===== src/rtl/ipu_pkg.sv =====
package ipu_pkg;

    typedef enum logic [1:0] {
        OP_SET_CPPR = 2'd0,
        OP_SET_IPI  = 2'd1,
        OP_ACCEPT   = 2'd2,
        OP_EOI      = 2'd3
    } op_kind_e;

    typedef enum logic [1:0] {
        ST_IDLE       = 2'd0,
        ST_IPI_CHECK  = 2'd1,
        ST_RESEND_IPI = 2'd2,
        ST_RESEND_SEND = 2'd3
    } ipu_state_e;

endpackage


===== src/rtl/ipu_offer_eval.sv =====
module ipu_offer_eval #(
    parameter int PRIO_W = 8,
    parameter int SRC_W  = 24
) (
    input  logic [PRIO_W-1:0] cur_prio,
    input  logic [SRC_W-1:0]  pend_src,
    input  logic [PRIO_W-1:0] pend_prio,
    input  logic [PRIO_W-1:0] cand_prio,
    output logic              take,
    output logic              displace
);
    logic busy;
    logic beaten;
    logic masked;

    always_comb begin
        busy     = (pend_src != '0);
        masked   = (cand_prio >= cur_prio);
        beaten   = busy && (pend_prio <= cand_prio);
        take     = !masked && !beaten;
        displace = take && busy;
    end
endmodule


===== src/rtl/ipu_fsm.sv =====
module ipu_fsm
    import ipu_pkg::*;
(
    input  logic       clk,
    input  logic       rst_n,
    input  logic       op_fire,
    input  op_kind_e   op_kind,
    input  logic       go_resend,
    output ipu_state_e state
);
    ipu_state_e state_nx;

    always_comb begin
        state_nx = state;
        unique case (state)
            ST_IDLE: begin
                if (op_fire) begin
                    if (op_kind == OP_SET_IPI) begin
                        state_nx = ST_IPI_CHECK;
                    end else if (go_resend) begin
                        state_nx = ST_RESEND_IPI;
                    end
                end
            end
            ST_IPI_CHECK:   state_nx = ST_IDLE;
            ST_RESEND_IPI:  state_nx = ST_RESEND_SEND;
            ST_RESEND_SEND: state_nx = ST_IDLE;
        endcase
    end

    always_ff @(posedge clk) begin
        if (!rst_n) begin
            state <= ST_IDLE;
        end else begin
            state <= state_nx;
        end
    end

    p_seq_leaves_r7: assert property (@(posedge clk) disable iff (!rst_n)
        (state == ST_RESEND_IPI) |=> (state == ST_RESEND_SEND));
endmodule


===== src/rtl/intr_present_unit.sv =====
module intr_present_unit
    import ipu_pkg::*;
#(
    parameter int PRIO_W  = 8,
    parameter int SRC_W   = 24,
    parameter int IPI_SRC = 2
) (
    input  logic                    clk,
    input  logic                    rst_n,
    input  logic                    offer_valid,
    output logic                    offer_ready,
    input  logic [SRC_W-1:0]        offer_src,
    input  logic [PRIO_W-1:0]       offer_prio,
    output logic                    offer_taken,
    input  logic                    op_valid,
    output logic                    op_ready,
    input  logic [1:0]              op_kind,
    input  logic [PRIO_W+SRC_W-1:0] op_wdata,
    output logic                    rd_valid,
    output logic [PRIO_W+SRC_W-1:0] rd_data,
    output logic                    int_out,
    output logic                    rej_valid,
    output logic [SRC_W-1:0]        rej_src,
    output logic                    resend_req,
    output logic                    eoi_valid,
    output logic [SRC_W-1:0]        eoi_src
);
    localparam int WORD_W = PRIO_W + SRC_W;
    localparam logic [PRIO_W-1:0] PRIO_NONE = '1;
    localparam logic [SRC_W-1:0]  IPI_NUM   = SRC_W'(IPI_SRC);

    ipu_state_e        state;
    op_kind_e          kind;
    logic [PRIO_W-1:0] cur_prio;
    logic [PRIO_W-1:0] ipi_prio;
    logic [PRIO_W-1:0] pend_prio;
    logic [SRC_W-1:0]  pend_src;

    logic              op_fire;
    logic              offer_fire;
    logic              go_resend;
    logic [PRIO_W-1:0] wr_low;
    logic [PRIO_W-1:0] wr_top;
    logic [SRC_W-1:0]  wr_src;
    logic [PRIO_W-1:0] cand_prio;
    logic              take;
    logic              displace;

    always_comb begin
        kind        = op_kind_e'(op_kind);
        op_ready    = (state == ST_IDLE);
        offer_ready = (state == ST_IDLE) && !op_valid;
        op_fire     = op_valid && op_ready;
        offer_fire  = offer_valid && offer_ready;
        wr_low      = op_wdata[PRIO_W-1:0];
        wr_top      = op_wdata[WORD_W-1:SRC_W];
        wr_src      = op_wdata[SRC_W-1:0];
        cand_prio   = (state == ST_IDLE) ? offer_prio : ipi_prio;
        unique case (kind)
            OP_SET_CPPR: go_resend = !(wr_low < cur_prio) && (pend_src == '0);
            OP_EOI:      go_resend = (pend_src == '0);
            default:     go_resend = 1'b0;
        endcase
    end

    ipu_offer_eval #(.PRIO_W(PRIO_W), .SRC_W(SRC_W)) u_eval (
        .cur_prio (cur_prio),
        .pend_src (pend_src),
        .pend_prio(pend_prio),
        .cand_prio(cand_prio),
        .take     (take),
        .displace (displace)
    );

    ipu_fsm u_fsm (
        .clk      (clk),
        .rst_n    (rst_n),
        .op_fire  (op_fire),
        .op_kind  (kind),
        .go_resend(go_resend),
        .state    (state)
    );

    always_ff @(posedge clk) begin
        if (!rst_n) begin
            cur_prio    <= '0;
            ipi_prio    <= PRIO_NONE;
            pend_prio   <= '0;
            pend_src    <= '0;
            int_out     <= 1'b0;
            rej_valid   <= 1'b0;
            rej_src     <= '0;
            resend_req  <= 1'b0;
            eoi_valid   <= 1'b0;
            eoi_src     <= '0;
            rd_valid    <= 1'b0;
            rd_data     <= '0;
            offer_taken <= 1'b0;
        end else begin
            rej_valid   <= 1'b0;
            resend_req  <= 1'b0;
            eoi_valid   <= 1'b0;
            rd_valid    <= 1'b0;
            offer_taken <= 1'b0;
            unique case (state)
                ST_IDLE: begin
                    if (op_fire) begin
                        unique case (kind)
                            OP_SET_CPPR: begin
                                cur_prio <= wr_low;
                                if ((wr_low < cur_prio) && (pend_src != '0)
                                    && (wr_low <= pend_prio)) begin
                                    pend_src  <= '0;
                                    int_out   <= 1'b0;
                                    rej_valid <= 1'b1;
                                    rej_src   <= pend_src;
                                end
                            end
                            OP_SET_IPI: begin
                                ipi_prio <= wr_low;
                            end
                            OP_ACCEPT: begin
                                rd_valid <= 1'b1;
                                rd_data  <= {cur_prio, pend_src};
                                cur_prio <= pend_prio;
                                pend_src <= '0;
                                int_out  <= 1'b0;
                            end
                            OP_EOI: begin
                                eoi_valid <= 1'b1;
                                eoi_src   <= wr_src;
                                cur_prio  <= wr_top;
                            end
                        endcase
                    end else if (offer_fire) begin
                        if (take) begin
                            if (displace) begin
                                rej_valid <= 1'b1;
                                rej_src   <= pend_src;
                            end
                            pend_src    <= offer_src;
                            pend_prio   <= offer_prio;
                            int_out     <= 1'b1;
                            offer_taken <= 1'b1;
                        end else begin
                            rej_valid <= 1'b1;
                            rej_src   <= offer_src;
                        end
                    end
                end
                ST_IPI_CHECK, ST_RESEND_IPI: begin
                    if (take) begin
                        if (displace) begin
                            rej_valid <= 1'b1;
                            rej_src   <= pend_src;
                        end
                        pend_src  <= IPI_NUM;
                        pend_prio <= ipi_prio;
                        int_out   <= 1'b1;
                    end
                end
                ST_RESEND_SEND: begin
                    resend_req <= 1'b1;
                end
            endcase
        end
    end

    // Output level agrees with the pending source field.
    p_out_tracks_src_r5: assert property (@(posedge clk) disable iff (!rst_n)
        int_out == (pend_src != '0));

    p_reject_masked_r2: assert property (@(posedge clk) disable iff (!rst_n)
        (offer_fire && (offer_prio >= cur_prio))
        |=> (rej_valid && (rej_src == $past(offer_src)) && !offer_taken));

    p_taken_raises_r4: assert property (@(posedge clk) disable iff (!rst_n)
        offer_fire |=> (offer_taken == (pend_src == $past(offer_src)))
                       && (!offer_taken || int_out));

    p_accept_drops_r5: assert property (@(posedge clk) disable iff (!rst_n)
        (op_fire && (kind == OP_ACCEPT)) |=> (rd_valid && !int_out));

    p_eoi_forward_r10: assert property (@(posedge clk) disable iff (!rst_n)
        (op_fire && (kind == OP_EOI))
        |=> (eoi_valid && (eoi_src == $past(wr_src)) && (cur_prio == $past(wr_top))));

    p_rej_resend_excl_r7: assert property (@(posedge clk) disable iff (!rst_n)
        !(rej_valid && resend_req));

    p_offer_blocked_r11: assert property (@(posedge clk) disable iff (!rst_n)
        (state != ST_IDLE) |-> !offer_ready);
endmodule


===== config.mk =====
export PLATFORM = sky130hd
export DESIGN_NAME = intr_present_unit
export DESIGN_NICKNAME = d
export VERILOG_FILES = /design/src/rtl/ipu_pkg.sv /design/src/rtl/ipu_offer_eval.sv /design/src/rtl/ipu_fsm.sv /design/src/rtl/intr_present_unit.sv
export SDC_FILE = /design/constraint.sdc
export NUM_CORES = 1
export LEC_CHECK = 0
export CAP_MARGIN = 20
export CORE_UTILIZATION = 30
export CTS_BUF_LIST = sky130_fd_sc_hd__clkbuf_16
export CTS_CLUSTER_DIAMETER = 80
export DETAILED_ROUTE_END_ITERATION = 7
export DONT_BUFFER_PORTS = 1
export HOLD_SLACK_MARGIN = 0.15
export PLACE_DENSITY = 0.46
export SYNTH_ARGS = -nofsm -noshare
export SYNTH_HDL_FRONTEND = slang
export SYNTH_SLANG_ARGS = --single-unit

===== constraint.sdc =====
create_clock -name clk -period 8.2 [get_ports clk]
set_input_delay 0.82 -clock clk [delete_from_list [all_inputs] [get_ports clk]]
set_output_delay 0.82 -clock clk [all_outputs]
set_load 0.05 [all_outputs]

Word level (Yosys, flattened, before mapping)
Cells that the tools add are included.
W data, S select, Z words.
{"block": "word_totals", "reg_bits": 136, "input_bits": 70, "out_inout_bits": 88, "wordCells": 116}
{"block": "op_classes", "order_cmp": 4, "eq_ne": 18, "muxes": 45, "bitwise_logic": 3, "reduce_logical": 32}
{"operator": "$mux W24", "n": 12}
{"operator": "$pmux W24 S2", "n": 3}
{"operator": "$mux W8", "n": 5}
{"operator": "$logic_not A24 Y1", "n": 1}
{"operator": "$pmux W8 S3", "n": 1}
{"operator": "$reduce_bool A24 Y1", "n": 1}
{"operator": "$le A8 B8 Y1", "n": 2}
{"operator": "$pmux W8 S2", "n": 1}
{"operator": "$mux W1", "n": 15}
{"operator": "$reduce_and A3 Y1", "n": 5}
{"operator": "$reduce_and A5 Y1", "n": 2}
{"operator": "$logic_and A1 B1 Y1", "n": 9}
{"operator": "$ne A3 B1 Y1 const B", "n": 3}
{"operator": "$eq A2 B2 Y1 const B", "n": 4}
{"operator": "$ge A8 B8 Y1", "n": 1}
{"operator": "$lt A8 B8 Y1", "n": 1}
{"operator": "$pmux W1 S2", "n": 4}
{"operator": "$mux W2", "n": 3}
{"operator": "$ne A2 B1 Y1 const B", "n": 3}
{"operator": "$ne A3 B2 Y1 const B", "n": 2}
{"operator": "$pmux W2 S3", "n": 1}
{"operator": "$reduce_and A6 Y1", "n": 1}
{"operator": "$eq A2 B1 Y1 const B", "n": 2}
{"operator": "$logic_not A1 Y1", "n": 4}
{"operator": "11 further kinds", "n": 16}

Logic depth before layout (Yosys ltp)
Gate-level depths: netlist (run 1).
{"block": "depth", "word_depth": 12, "mapped_depth": 16, "ltp_nobuf": 12}

By module
From an unflattened synthesis (run 1), not the netlist that was laid out.
{"block": "unflattened", "cells_unflattened": 835, "area_unflattened_um2": 7040.5}
{"mod": "intr_present_unit", "instances": 1, "cells_each": 764, "area_per_inst_um2": 6497.5}
{"mod": "ipu_offer_eval", "instances": 1, "cells_each": 62, "area_per_inst_um2": 459.2}
{"mod": "ipu_fsm", "instances": 1, "cells_each": 9, "area_per_inst_um2": 83.8}

Least setup slack after synthesis (run 1)
Ideal clock, no wire load.
{"block": "synth_timing", "kind": "register -> register", "startpoint": "reg u_fsm.state[0]", "endpoint": "reg pend_prio[0]", "t_arrival_ps": 3662, "path_slack_ps": 4416, "stages_incl_launch_ff": 16, "path_buffers": 3, "period_less_slack_ps": 3784, "cell_sequence": "dfxtp_1 inv_1 ha_1 buf_2 buf_1 mux2_2 inv_1 ha_1 and2_1 mux2i_1 a2bb2oi_2 a211o_1 nor4b_4 buf_4 o21ai_0 o311a_1"}
{"block": "synth_between", "elab_chain_len": 8, "elab_cells_between_ends": 21, "cone_classes": "2 x order compare; 6 x eq/ne; 2 x mux; 11 x reduce/logical"}
{"item": "from (decl)", "line_no": "ipu_fsm.sv:9", "rtl": "output ipu_state_e state"}
{"item": "from (signal assigned)", "line_no": "ipu_fsm.sv:35", "rtl": "state <= state_nx;"}
{"item": "$logic_not A2 Y1 *", "line_no": "intr_present_unit.sv:51", "rtl": "op_ready = (state == ST_IDLE);"}
{"item": "named net op_ready", "line_no": "intr_present_unit.sv:16", "rtl": "output logic op_ready,"}
{"item": "$mux W8", "line_no": "intr_present_unit.sv:58", "rtl": "cand_prio = (state == ST_IDLE) ? offer_prio : ipi_prio;"}
{"item": "$le A8 B8 Y1", "line_no": "ipu_offer_eval.sv:19", "rtl": "beaten = busy && (pend_prio <= cand_prio);"}
{"item": "$logic_and A1 B1 Y1", "line_no": "ipu_offer_eval.sv:19"}
{"item": "$logic_not A1 Y1", "line_no": "ipu_offer_eval.sv:20", "rtl": "take = !masked && !beaten;"}
{"item": "$logic_and A1 B1 Y1", "line_no": "ipu_offer_eval.sv:20"}
{"item": "$ne A2 B1 Y1 (no line) / $ne A2 B2 Y1 (equally long branches)"}
{"item": "$reduce_and A5 Y1 (no line)"}
{"item": "to (signal assigned)", "line_no": "intr_present_unit.sv:142", "rtl": "pend_prio <= offer_prio;"}
{"item": "to (signal assigned)", "line_no": "intr_present_unit.sv:158", "rtl": "pend_prio <= ipi_prio;"}
{"item": "to (decl)", "line_no": "intr_present_unit.sv:36", "rtl": "logic [PRIO_W-1:0] pend_prio;"}
The timed path passes the listed nets; every way through them passes the cells marked *.
A chain may end at the register's enable or synchronous reset.

Worst setup path after layout (run 1)
{"block": "layout_timing", "startpoint": "reg u_fsm.state[0]", "endpoint": "reg pend_prio[4]"}
{"block": "layout_between", "elab_chain_len": 8, "elab_cells_between_ends": 21, "cone_classes": "2 x order compare; 6 x eq/ne; 2 x mux; 11 x reduce/logical"}
{"item": "$logic_not A2 Y1"}
{"item": "$mux W8", "line_no": "intr_present_unit.sv:58"}
{"item": "$le A8 B8 Y1", "line_no": "ipu_offer_eval.sv:19"}
{"item": "$logic_and A1 B1 Y1", "line_no": "ipu_offer_eval.sv:19"}
{"item": "$logic_not A1 Y1", "line_no": "ipu_offer_eval.sv:20"}
{"item": "$logic_and A1 B1 Y1", "line_no": "ipu_offer_eval.sv:20"}
{"item": "$ne A2 B1 Y1 (no line) / $ne A2 B2 Y1 (equally long branches)"}
{"item": "$reduce_and A5 Y1 (no line)"}
Several ways; a longest one is shown, not always the timed one.

==> impl_metrics.json, run 1 <==
{
  "grt_pass1_wl_um": 34500,
  "die_area_mm2": 0.0238,
  "clkSlewWorstSetupHoldPaths_ns": 0.07,
  "worst_pin_slew_ns": 0.990,
  "initial_core_util_pct": 30.7,
  "worstReg2RegEnd": "pend_prio[4]",
  "skew_ns": 0.0131,
  "netlist_instances": 840,
  "drtPass1Iterations": 4,
  "drt_iter0_markers": 360,
  "via_count": 5848,
  "ys.flop_type": "dfxtp_1",
  "rows": 55,
  "gp_congestion": 0.841,
  "area_growth_pct": 10.4,
  "die_h_um": 154,
  "status": "finished, final reports clean",
  "cts_buffers": 17,
  "cp.required_ns": 8.52,
  "setup_viol": 0,
  "final_antenna_net_count": 0,
  "synthesis.nets": 948,
  "cts.path.max_buffers": 2,
  "avgRoutedWirePerCell_um": 20.2,
  "drc": 0,
  "start_kind": "register",
  "core_mm2": 0.0227,
  "setup-tns-final_ns": 0,
  "synth-edff-count": 0,
  "timing.fmax_mhz": 224,
  "tritoncts": "built",
  "antennaDiodeCount": 0,
  "synth-warning-count": 0,
  "synthTopCellsByArea": "dfxtp_1 (39%), nand2_1 (11%), ha_1 (6.8%)",
  "r2r-start": "u_fsm.state[0]",
  "r2r_cells": 12,
  "h-tree-depth": 4,
  "yosysSeqAreaShare_pct": 39.1,
  "root_buffer": "clkbuf_16",
  "synth_top_area_share_pct": 39.1,
  "synth.most_common_cell": "nand2_1",
  "critPathKind": "reg2reg",
  "critPathMaxFanout": 24,
  "synth_cell_types": 59,
  "netlist_area_mm2": 0.00697,
  "grt-ovfl-total": 0,
  "grt_util_all_layers_pct": 18.9,
  "postCtsSetupRepairBufs": 0,
  "rsz0062_at_grt": "false",
  "dp_hpwl_um": 15300,
  "cts_resized": 0,
  "fin_nets": 913,
  "grt_pass1_vias": 5663,
  "finalPower_mw": 2.98,
  "clk_latency_ns": 0.42,
  "stdcell_area_mm2": 0.00769,
  "clock_sinks": 136,
  "arrival_ns": 4.78,
  "drive_gt1_share_pct": 9.66,
  "synth_area_leader_cell": "dfxtp_1",
  "p_per_area_mw_per_mm2": 388,
  "slew_viol_final": 0,
  "p_leak_nw": 2.86,
  "slew-limit-headroom_pct": 34.0,
  "syn_area_per_cell_um2": 8.30,
  "max-cap-violations": 0,
  "place_area_mm2": 0.00708,
  "final.period_utilization_pct": 54.5,
  "endpoint": "pend_prio[4]",
  "ys_ff_latch": 136,
  "placed_cells": 1069,
  "fin_hold_ws_ns": 0.472,
  "die_w_um": 154,
  "hold_viol": 0,
  "ys_top_cells_by_count": "nand2_1 (210), dfxtp_1 (136), a21oi_1 (75)",
  "fin_crit_ns": 4.47,
  "grt_max_degree": 80,
  "max-vdd-ir-drop_mv": 0.204,
  "hold_class": "reg2reg",
  "cp-end-kind": "register",
  "antenna_found_initial": 0,
  "r2r_slack_ns": 3.73,
  "async_flop_share_pct": 0,
  "crit_start": "u_fsm.state[0]",
  "io_pins": 158,
  "final_cells": 1103,
  "wirelength_um": 22300,
  "postCtsHoldBufs": 0,
  "routed_via_density": 5.30,
  "io_buffer_count": 0
}
-- registers in the layout, summed over array words and instances, names as in the netlist, 2 cells and up --
| register | flops |
|---|---|
| rd_data | 32 |
| eoi_src | 24 |
| pend_src | 24 |
| rej_src | 24 |
| cur_prio | 8 |
| ipi_prio | 8 |
| pend_prio | 8 |
| u_fsm.state | 2 |
-- layer usage --
layer  up-vias  global-route usage (%)  routed length (µm)
li1       2922                       -                   -
met1      2752                    24.3                9940
met2       155                    30.4               10400
met3        19                    6.30                1640
met4         0                    4.90                 287
met5         -                       0                   0
-- placed cells by master, fill, tap and decap left out, types with 3 or more instances in the layout --
cell type,instances
clkinvlp_4,4
a211oi_2,19
dfxtp_1,136
ha_1,38
o211ai_1,21
mux2i_1,35
nand2b_1,4
nor4_1,6
clkinv_2,4
and3_1,21
a31oi_1,28
a211oi_1,8
o21ai_0,17
o21ai_1,4
nand3_1,19
nor2_1,9
nand2_1,210
clkbuf_16,17
o21a_1,3
a21o_1,3
nand4_1,4
a21oi_1,75
mux2_2,5
buf_4,7
nor2b_1,5
o22ai_1,22
a22oi_1,8
and2_1,4
o311a_1,8
inv_1,33
-- where the power goes --
part	switching, mW	internal, mW
registers	0.346	0.783
clock network	0.318	0.448
logic	0.676	0.415
-- through the flow --
step / utilization, % / setup WS (ns)
after floorplan: - / 4.42
after global routing: 33.9 / 3.33
after detailed placement: 31.2 / 3.78
final: 33.9 / 3.73
after global placement: 31.2 / 3.88
after CTS: 33.7 / 3.73
-- worst min-delay path by stage --
| stage | from | endpoint | slack [ns] | cells after the start |
|---|---|---|---|---|
| floorplan | cur_prio[1] | rd_data[25] | 0.44 | 2 |
| global placement | cur_prio[4] | rd_data[28] | 0.47 | 2 |
| detailed placement | cur_prio[4] | rd_data[28] | 0.47 | 2 |
| CTS | rst_n | ipi_prio[6] | 0.48 | 1 |
| global route | rst_n | ipi_prio[6] | 0.48 | 1 |
| finish | cur_prio[4] | rd_data[28] | 0.47 | 2 |
-- cell families after synthesis --
| kind of cell | after synthesis | share of synthesized area (%) |
|---|---|---|
| mux | 41 | 6.03 |
| compound gates | 233 | 23.1 |
| buf+inv | 97 | 6.16 |
| fa+ha+maj | 38 | 6.82 |
| simple gates | 295 | 18.8 |
| flops | 136 | 39.1 |
-- worst max-delay path, cell delays in order (launching register included) --
cell and delay (ns):
dfxtp_1 0.34, inv_1 0.09, ha_1 0.28, buf_4 0.37
mux2_2 0.39, ha_1 0.18, nand3_1 0.07, a21oi_1 0.06
a211oi_1 0.50, nand2_1 0.73, nor3_2 0.98, o21ai_0 0.19
o311a_1 0.17
-- final cells by class --
class	instances	area, µm²
fillers	2433	15000
multi-input cells	607	3820
flip-flops and latches	136	2720
clock buffers	17	425
well taps	285	357
clock inverters	15	150
inverters	34	129
repair buffers	9	87.6
(Power assumes the default switching activity.)
==> run 2: changes to the inputs <==
--- a/config.mk
+++ b/config.mk
@@ -5,6 +5,7 @@
 export SDC_FILE = /design/constraint.sdc
 export NUM_CORES = 1
 export LEC_CHECK = 0
+export ABC_AREA = 1
 export CAP_MARGIN = 20
 export CORE_UTILIZATION = 30
 export CTS_BUF_LIST = sky130_fd_sc_hd__clkbuf_16
==> constraint.sdc (replaced) <==
create_clock -name clk -period 4.22 [get_ports clk]
set_input_delay 0.422 -clock clk [delete_from_list [all_inputs] [get_ports clk]]
set_output_delay 0.422 -clock clk [all_outputs]
set_load 0.05 [all_outputs]
==> run 2 against run 1 <==
Effect of this change:
- non-clock buffer count grew 27
- clock skew grew 0.0060 ns
- global-route usage grew 1.6 points
- worst setup slack lost 3.3 ns
- synthesized cell count grew 26%
- fmax grew 19%
- critical path depth shrank 2
- clock-buffer cell count is the same
- combinational power grew to 2.8 times the previous value
- routed wire length grew 13%
==> impl_metrics.json, run 2 <==
{
  "hold_viol": 0,
  "synth-edff-count": 0,
  "status": "finished, final reports clean",
  "drt_iter0_markers": 486,
  "cp.depth": 10,
  "netlist_instances": 1061,
  "max_stage_delay_ns": 0.67,
  "setup_viol": 0,
  "critPathMaxFanout": 18,
  "drc": 0,
  "critPathKind": "reg2reg",
  "async_flop_share_pct": 0,
  "largest_reg_flops": 32,
  "setup-tns-final_ns": 0,
  "grt_util_all_layers_pct": 20.5,
  "power_switching_mw": 3.64,
  "crit_chain": "inv_1, ha_1, buf_4, nand2_1, buf_4, nor2_1, inv_1, nand2_1, nand3_1, dlygate4sd3_1",
  "clkSlewWorstSetupHoldPaths_ns": 0.06,
  "antenna_found_initial": 0,
  "io_pins": 158,
  "postCtsSetupRepairBufs": 0,
  "rows": 56,
  "drtPass1Iterations": 6,
  "max-cap-violations": 0,
  "synth-warning-count": 0,
  "top_register": "rd_data",
  "wirelength_um": 25300,
  "initial_core_util_pct": 30.6,
  "worst_pin_slew_ns": 0.900,
  "rsz0062_at_grt": "false",
  "netlist_area_mm2": 0.00722,
  "die_area_mm2": 0.0247,
  "ys.flop_type": "dfxtp_1",
  "fin_crit_ns": 3.75,
  "die_w_um": 157,
  "synth_area_leader_cell": "dfxtp_1",
  "core_mm2": 0.0235,
  "finalPower_mw": 7.18,
  "area_growth_pct": 15.0,
  "p_per_area_mw_per_mm2": 865,
  "slew_viol_final": 0,
  "fill_cells": 2587,
  "root_buffer": "clkbuf_16",
  "combPwrFrac_pct": 42.5,
  "stdcell_area_mm2": 0.00830,
  "h-tree-depth": 4,
  "grt_pass1_vias": 6470,
  "clock_sinks": 136,
  "cts.path.max_buffers": 2,
  "arrival_ns": 4.06,
  "io_buffer_count": 0,
  "cp_top_family": "buffers and inverters",
  "grt_max_degree": 65,
  "start_kind": "register",
  "grt-ovfl-total": 0,
  "cp-end-kind": "register",
  "antennaDiodeCount": 0,
  "die_h_um": 157,
  "synthTopCellsByArea": "dfxtp_1 (38%), nand2_1 (9.9%), a21oi_1 (8.5%)",
  "grt_pass1_wl_um": 38400,
  "ys_top_cells_by_count": "nand2_1 (191), dfxtp_1 (136), nor2_1 (128)",
  "layout_commonest_cell": "nand2_1",
  "synth_cell_types": 30,
  "avgRoutedWirePerCell_um": 18.3,
  "dp_hpwl_um": 16700,
  "hold_class": "in2reg",
  "skew_ns": 0.0191,
  "gp_congestion": 0.791,
  "synth_top_area_share_pct": 37.7,
  "place_area_mm2": 0.00747,
  "max-vdd-ir-drop_mv": 0.229,
  "tritoncts": "built",
  "cp_slowest_cell": "nor2_1",
  "drive_gt1_share_pct": 6.97,
  "timing.fmax_mhz": 267,
  "p_int_mw": 3.54,
  "clk_latency_ns": 0.43,
  "syn_area_per_cell_um2": 6.80,
  "final_antenna_net_count": 0,
  "p_leak_nw": 3.68,
  "slew-limit-headroom_pct": 39.8,
  "routed_via_density": 5.05,
  "power_frac_seq_pct": 35.4,
  "cts_buffers": 17,
  "ys_ff_latch": 136,
  "clkPwrFrac_pct": 22.1,
  "fin_nets": 1156,
  "cp.buffers_inverters": 5,
  "via_count": 6965,
  "synth.most_common_cell": "nand2_1",
  "final.period_utilization_pct": 88.9,
  "yosysSeqAreaShare_pct": 37.7,
  "hold_depth": 2,
  "r2r_cells": 10,
  "synthesis.nets": 1169,
  "fin_hold_ws_ns": 0.165,
  "multi_input_area_mm2": 0.00385,
  "cp.required_ns": 4.52,
  "netSwitchingFraction_pct": 50.7,
  "regArea_mm2": 0.00272,
  "final_cell_mix": "nand2_1 (191), dfxtp_1 (136), nor2_1 (126), a21oi_1 (122), nand3_1 (94)"
}
[run 2: cell types whose count changed after synthesis, sizes merged, moves of 8 or more]
cell,before,now
a21oi,77,122
and3,21,1
a211oi,27,2
nor2,10,129
a31oi,28,0
o21ai,21,124
o311a,8,0
nand4,4,30
nand2,210,196
o22ai,22,0
inv,34,92
mux2i,36,0
o211ai,22,9
nand3,19,96
[run 2: layout make-up]
| type | count | share of cell area, % |
|---|---|---|
| flip-flops and latches | 136 | 32.8 |
| clock buffers | 17 | 5.13 |
| repair buffers | 36 | 4.13 |
| clock inverters | 15 | 2.35 |
| well taps | 319 | 4.81 |
| multi-input cells | 762 | 46.5 |
| inverters | 95 | 4.30 |
[run 2: power by group through the flow]
stage	Sequential [mW]	Combinational, mW	Clock, mW
floorplan	2.44	2.28	0
global placement	2.57	3.00	0
detailed placement	2.56	3.00	0
CTS	2.54	3.05	1.63
global route	2.58	3.47	1.69
finish	2.54	3.05	1.58
[run 2: kinds of logic after synthesis]
| family | share of synthesized area (%) |
|---|---|
| buffers and inverters | 8.98 |
| adders and majority gates | 6.59 |
| DFF | 37.7 |
| and+or+nand+nor | 28.0 |
| AOI/OAI and AO/OA | 18.7 |
[run 2: final timing paths]
| path | start | slack, ns | to |
|---|---|---|---|
| worst max-delay path | u_fsm.state[0] | 0.47 | ipi_prio[7] |
| worst min-delay path | op_wdata[21] | 0.16 | eoi_src[21] |
| worst max register to register | u_fsm.state[0] | 0.47 | ipi_prio[7] |
| worst min register to register | ipi_prio[6] | 0.49 | ipi_prio[6] |
[run 2: metal layers]
metal  GRT usage, %  wire (µm)
met2           30.9      10700
met3           6.53       2310
met4           6.01        407
met1           27.8      11800
met5              0          0
[run 2: repair_timing]
action,in CTS,in global routing
hold buffers,18,0
hold endpoints to repair,75,0
resized for setup,0,0
[run 2: worst register-to-register path: cells and delay by family, from the launching register on]
| family | cells | cell delay, ns |
|---|---|---|
| buf+inv | 5 | 1.56 |
| fa+ha+maj | 1 | 0.45 |
| simple gates | 4 | 1.30 |
| flops | 1 | 0.33 |
[run 2: stage by stage]
step	setup slack (ns)	cells	util, %
4_1_cts	0.414	1380	35.2
2_1_floorplan	0.892	1061	-
3_3_place_gp	0.720	1330	31.7
3_5_place_dp	0.613	1330	31.7
5_1_grt	0.0417	1380	35.2
6_report	0.468	1380	35.2
==> run 3: changes to the inputs <==
--- a/config.mk
+++ b/config.mk
@@ -6,14 +6,15 @@
 export NUM_CORES = 1
 export LEC_CHECK = 0
 export ABC_AREA = 1
+export BUFFER_PORTS_ARGS = -buffer_cell sky130_fd_sc_hd__clkbuf_2
 export CAP_MARGIN = 20
 export CORE_UTILIZATION = 30
 export CTS_BUF_LIST = sky130_fd_sc_hd__clkbuf_16
 export CTS_CLUSTER_DIAMETER = 80
 export DETAILED_ROUTE_END_ITERATION = 7
-export DONT_BUFFER_PORTS = 1
 export HOLD_SLACK_MARGIN = 0.15
-export PLACE_DENSITY = 0.46
+export PLACE_DENSITY = 0.51
 export SYNTH_ARGS = -nofsm -noshare
 export SYNTH_HDL_FRONTEND = slang
+export SYNTH_HIERARCHICAL = 1
 export SYNTH_SLANG_ARGS = --single-unit
==> run 3 against run 2 <==
Effect of this change:
- die area rose by 5.9%
- first-iteration DRC count rose by 4.3%
- synthesized cell count rose by 11%
- non-clock buffer count rose by 133
- worst setup slack improved by 0.035 ns
- sequential share of layout area fell by 3.5 points
- routed wire length rose by 1.1%
- clock skew fell by 0.0066 ns
==> impl_metrics.json, run 3 <==
{
  "status": "finished, final reports clean",
  "root_buffer": "clkbuf_16",
  "netlist_instances": 1179,
  "start_kind": "register",
  "synth.most_common_cell": "nand2_1",
  "ys.flop_type": "dfxtp_1",
  "top_register": "rd_data",
  "slew-limit-headroom_pct": 42.7,
  "r2r-start": "u_fsm/state[0]",
  "crit_start": "u_fsm/state[0]",
  "finalPower_mw": 4.22,
  "gp_congestion": 0.840,
  "fin_crit_ns": 3.72,
  "die_w_um": 162,
  "arrival_ns": 4.08,
  "avgRoutedWirePerCell_um": 15.5,
  "netlist_area_mm2": 0.00764,
  "cts_buffers": 17,
  "clk_latency_ns": 0.43,
  "drive_gt1_share_pct": 17.7,
  "synth_xor_area_share_pct": 0,
  "synth-warning-count": 6,
  "final_cell_mix": "nand2_1 (338), inv_1 (158), clkbuf_2 (157), dfxtp_1 (136), nor2_1 (120)",
  "setup_ws_ns": 0.502,
  "hold_class": "in2reg",
  "syn_area_per_cell_um2": 6.48,
  "postCtsSetupRepairBufs": 0,
  "timing.fmax_mhz": 269,
  "synthTopCellsByArea": "dfxtp_1 (36%), nand2_1 (17%), inv_1 (7.8%)",
  "stdcell_area_mm2": 0.00930,
  "hold_viol": 0,
  "cts_resized": 0,
  "p_int_mw": 2.74,
  "power_switching_mw": 1.48,
  "p_leak_nw": 4.53,
  "place_area_mm2": 0.00865,
  "netSwitchingFraction_pct": 35.1,
  "yosysSeqAreaShare_pct": 35.6,
  "clkSlewWorstSetupHoldPaths_ns": 0.07,
  "initial_core_util_pct": 30.4,
  "worst_pin_slew_ns": 0.858,
  "synth_fa_ha_area_share_pct": 6.22,
  "synthesis.nets": 1287,
  "fin_nets": 1415,
  "antenna_found_initial": 0,
  "synth-compound-area-share_pct": 13.8,
  "layout_commonest_cell": "nand2_1",
  "synth-simple-area-share_pct": 31.9,
  "synth-edff-count": 0,
  "p_per_area_mw_per_mm2": 454,
  "fin_hold_ws_ns": 0.238,
  "h-tree-depth": 4,
  "skew_ns": 0.0125,
  "fill_cells": 2813,
  "cp.required_ns": 4.58,
  "synth_area_leader_cell": "dfxtp_1",
  "slew_viol_final": 0,
  "critPathKind": "reg2reg",
  "r2r_cells": 22,
  "final.period_utilization_pct": 88.1,
  "cts.path.max_buffers": 2,
  "grt_max_degree": 67,
  "place_ws_ns": 0.552,
  "die_h_um": 162,
  "core_mm2": 0.0251,
  "routed_via_density": 4.75,
  "combPwrFrac_pct": 24.7,
  "area_growth_pct": 21.6,
  "die_area_mm2": 0.0261,
  "grt-ovfl-total": 0,
  "cp-end-kind": "register",
  "grt_pass1_vias": 7316,
  "regArea_mm2": 0.00272,
  "hold_path.startpoint": "op_wdata[8]",
  "placed_cells": 1618,
  "drtPass1Iterations": 5,
  "hold_depth": 3,
  "rows": 58,
  "io_buffer_count": 157,
  "multi_input_area_mm2": 0.00397,
  "wirelength_um": 25600,
  "critPathMaxFanout": 32,
  "setup-tns-final_ns": 0,
  "power_frac_seq_pct": 35.3,
  "rsz0062_at_grt": "false",
  "setup_viol": 0,
  "grt_util_all_layers_pct": 20.0,
  "synth_top_area_share_pct": 35.6,
  "io_pins": 158,
  "synthMuxAreaShare_pct": 0,
  "clock_sinks": 136,
  "max-cap-violations": 0,
  "drc": 0,
  "dp_hpwl_um": 18300,
  "antennaDiodeCount": 0,
  "max-vdd-ir-drop_mv": 0.185,
  "largest_reg_flops": 32,
  "drt_iter0_markers": 507,
  "via_count": 7836,
  "synth_top_family_by_area": "simple AND/OR/NAND/NOR gates",
  "async_flop_share_pct": 0,
  "postCtsHoldBufs": 0,
  "grt_pass1_wl_um": 40500,
  "ys_top_cells_by_count": "nand2_1 (338), inv_1 (159), dfxtp_1 (136)",
  "ys_ff_latch": 136,
  "final_cells": 1650,
  "final_antenna_net_count": 0,
  "clkPwrFrac_pct": 40.0,
  "synth_cell_types": 38,
  "final_util_pct": 37.0,
  "tritoncts": "built"
}
[run 3: worst max-delay path, cell delays in order (launching register included)]
cell     delay, ns
dfxtp_1       0.42
inv_1         0.06
ha_1          0.37
inv_4         0.21
nand2_1       0.07
nand2_1       0.08
inv_1         0.05
ha_1          0.28
nand2_1       0.07
nor2_1        0.13
nand2_1       0.07
nand2_1       0.06
nand2_1       0.07
a21oi_1       0.14
buf_4         0.28
nor2_2        0.11
inv_2         0.09
o21ai_1       0.07
inv_2         0.29
nand3_4       0.39
nand2_1       0.18
inv_2         0.04
nor2_1        0.11
[run 3: path summary, 6_finish.rpt]
check	slack [ns]	endpoint
max	0.50	pend_src[2]
min	0.24	eoi_src[8]
max reg2reg	0.50	pend_src[2]
min reg2reg	0.46	eoi_src[13]
[run 3: power groups by stage]
stage               Sequential, mW  Combinational [mW]  Clock [mW]
CTS                           1.49                1.04        1.71
detailed placement            1.52                1.04           0
finish                        1.49                1.04        1.69
global placement              1.52                1.03           0
floorplan                     1.65               0.620           0
global route                  1.50                1.18        1.77
[run 3: cell families (layout without fill, tap and decap cells)]
| group | count (synthesis) | count (layout) |
|---|---|---|
| simple gates | 579 | 579 |
| compound gates | 190 | 190 |
| fa+ha+maj | 38 | 38 |
| flops | 136 | 136 |
| buf+inv | 236 | 377 |
[run 3: metal layers]
metal	GRT usage [%]	part of all wire [%]	routed length, µm
met4	5.53	1.3	325
met5	0	0	0
met2	32.6	46	11700
met1	26.7	47	12100
met3	4.16	5.7	1450
[run 3: layout make-up]
| class | count | area share (%) |
|---|---|---|
| clock inverter | 15 | 2.40 |
| tap | 330 | 4.44 |
| clock buffer | 17 | 4.58 |
| sequential | 136 | 29.3 |
| multi-input combinational | 807 | 42.7 |
| inverter | 176 | 7.13 |
| timing repair buffer | 169 | 9.42 |
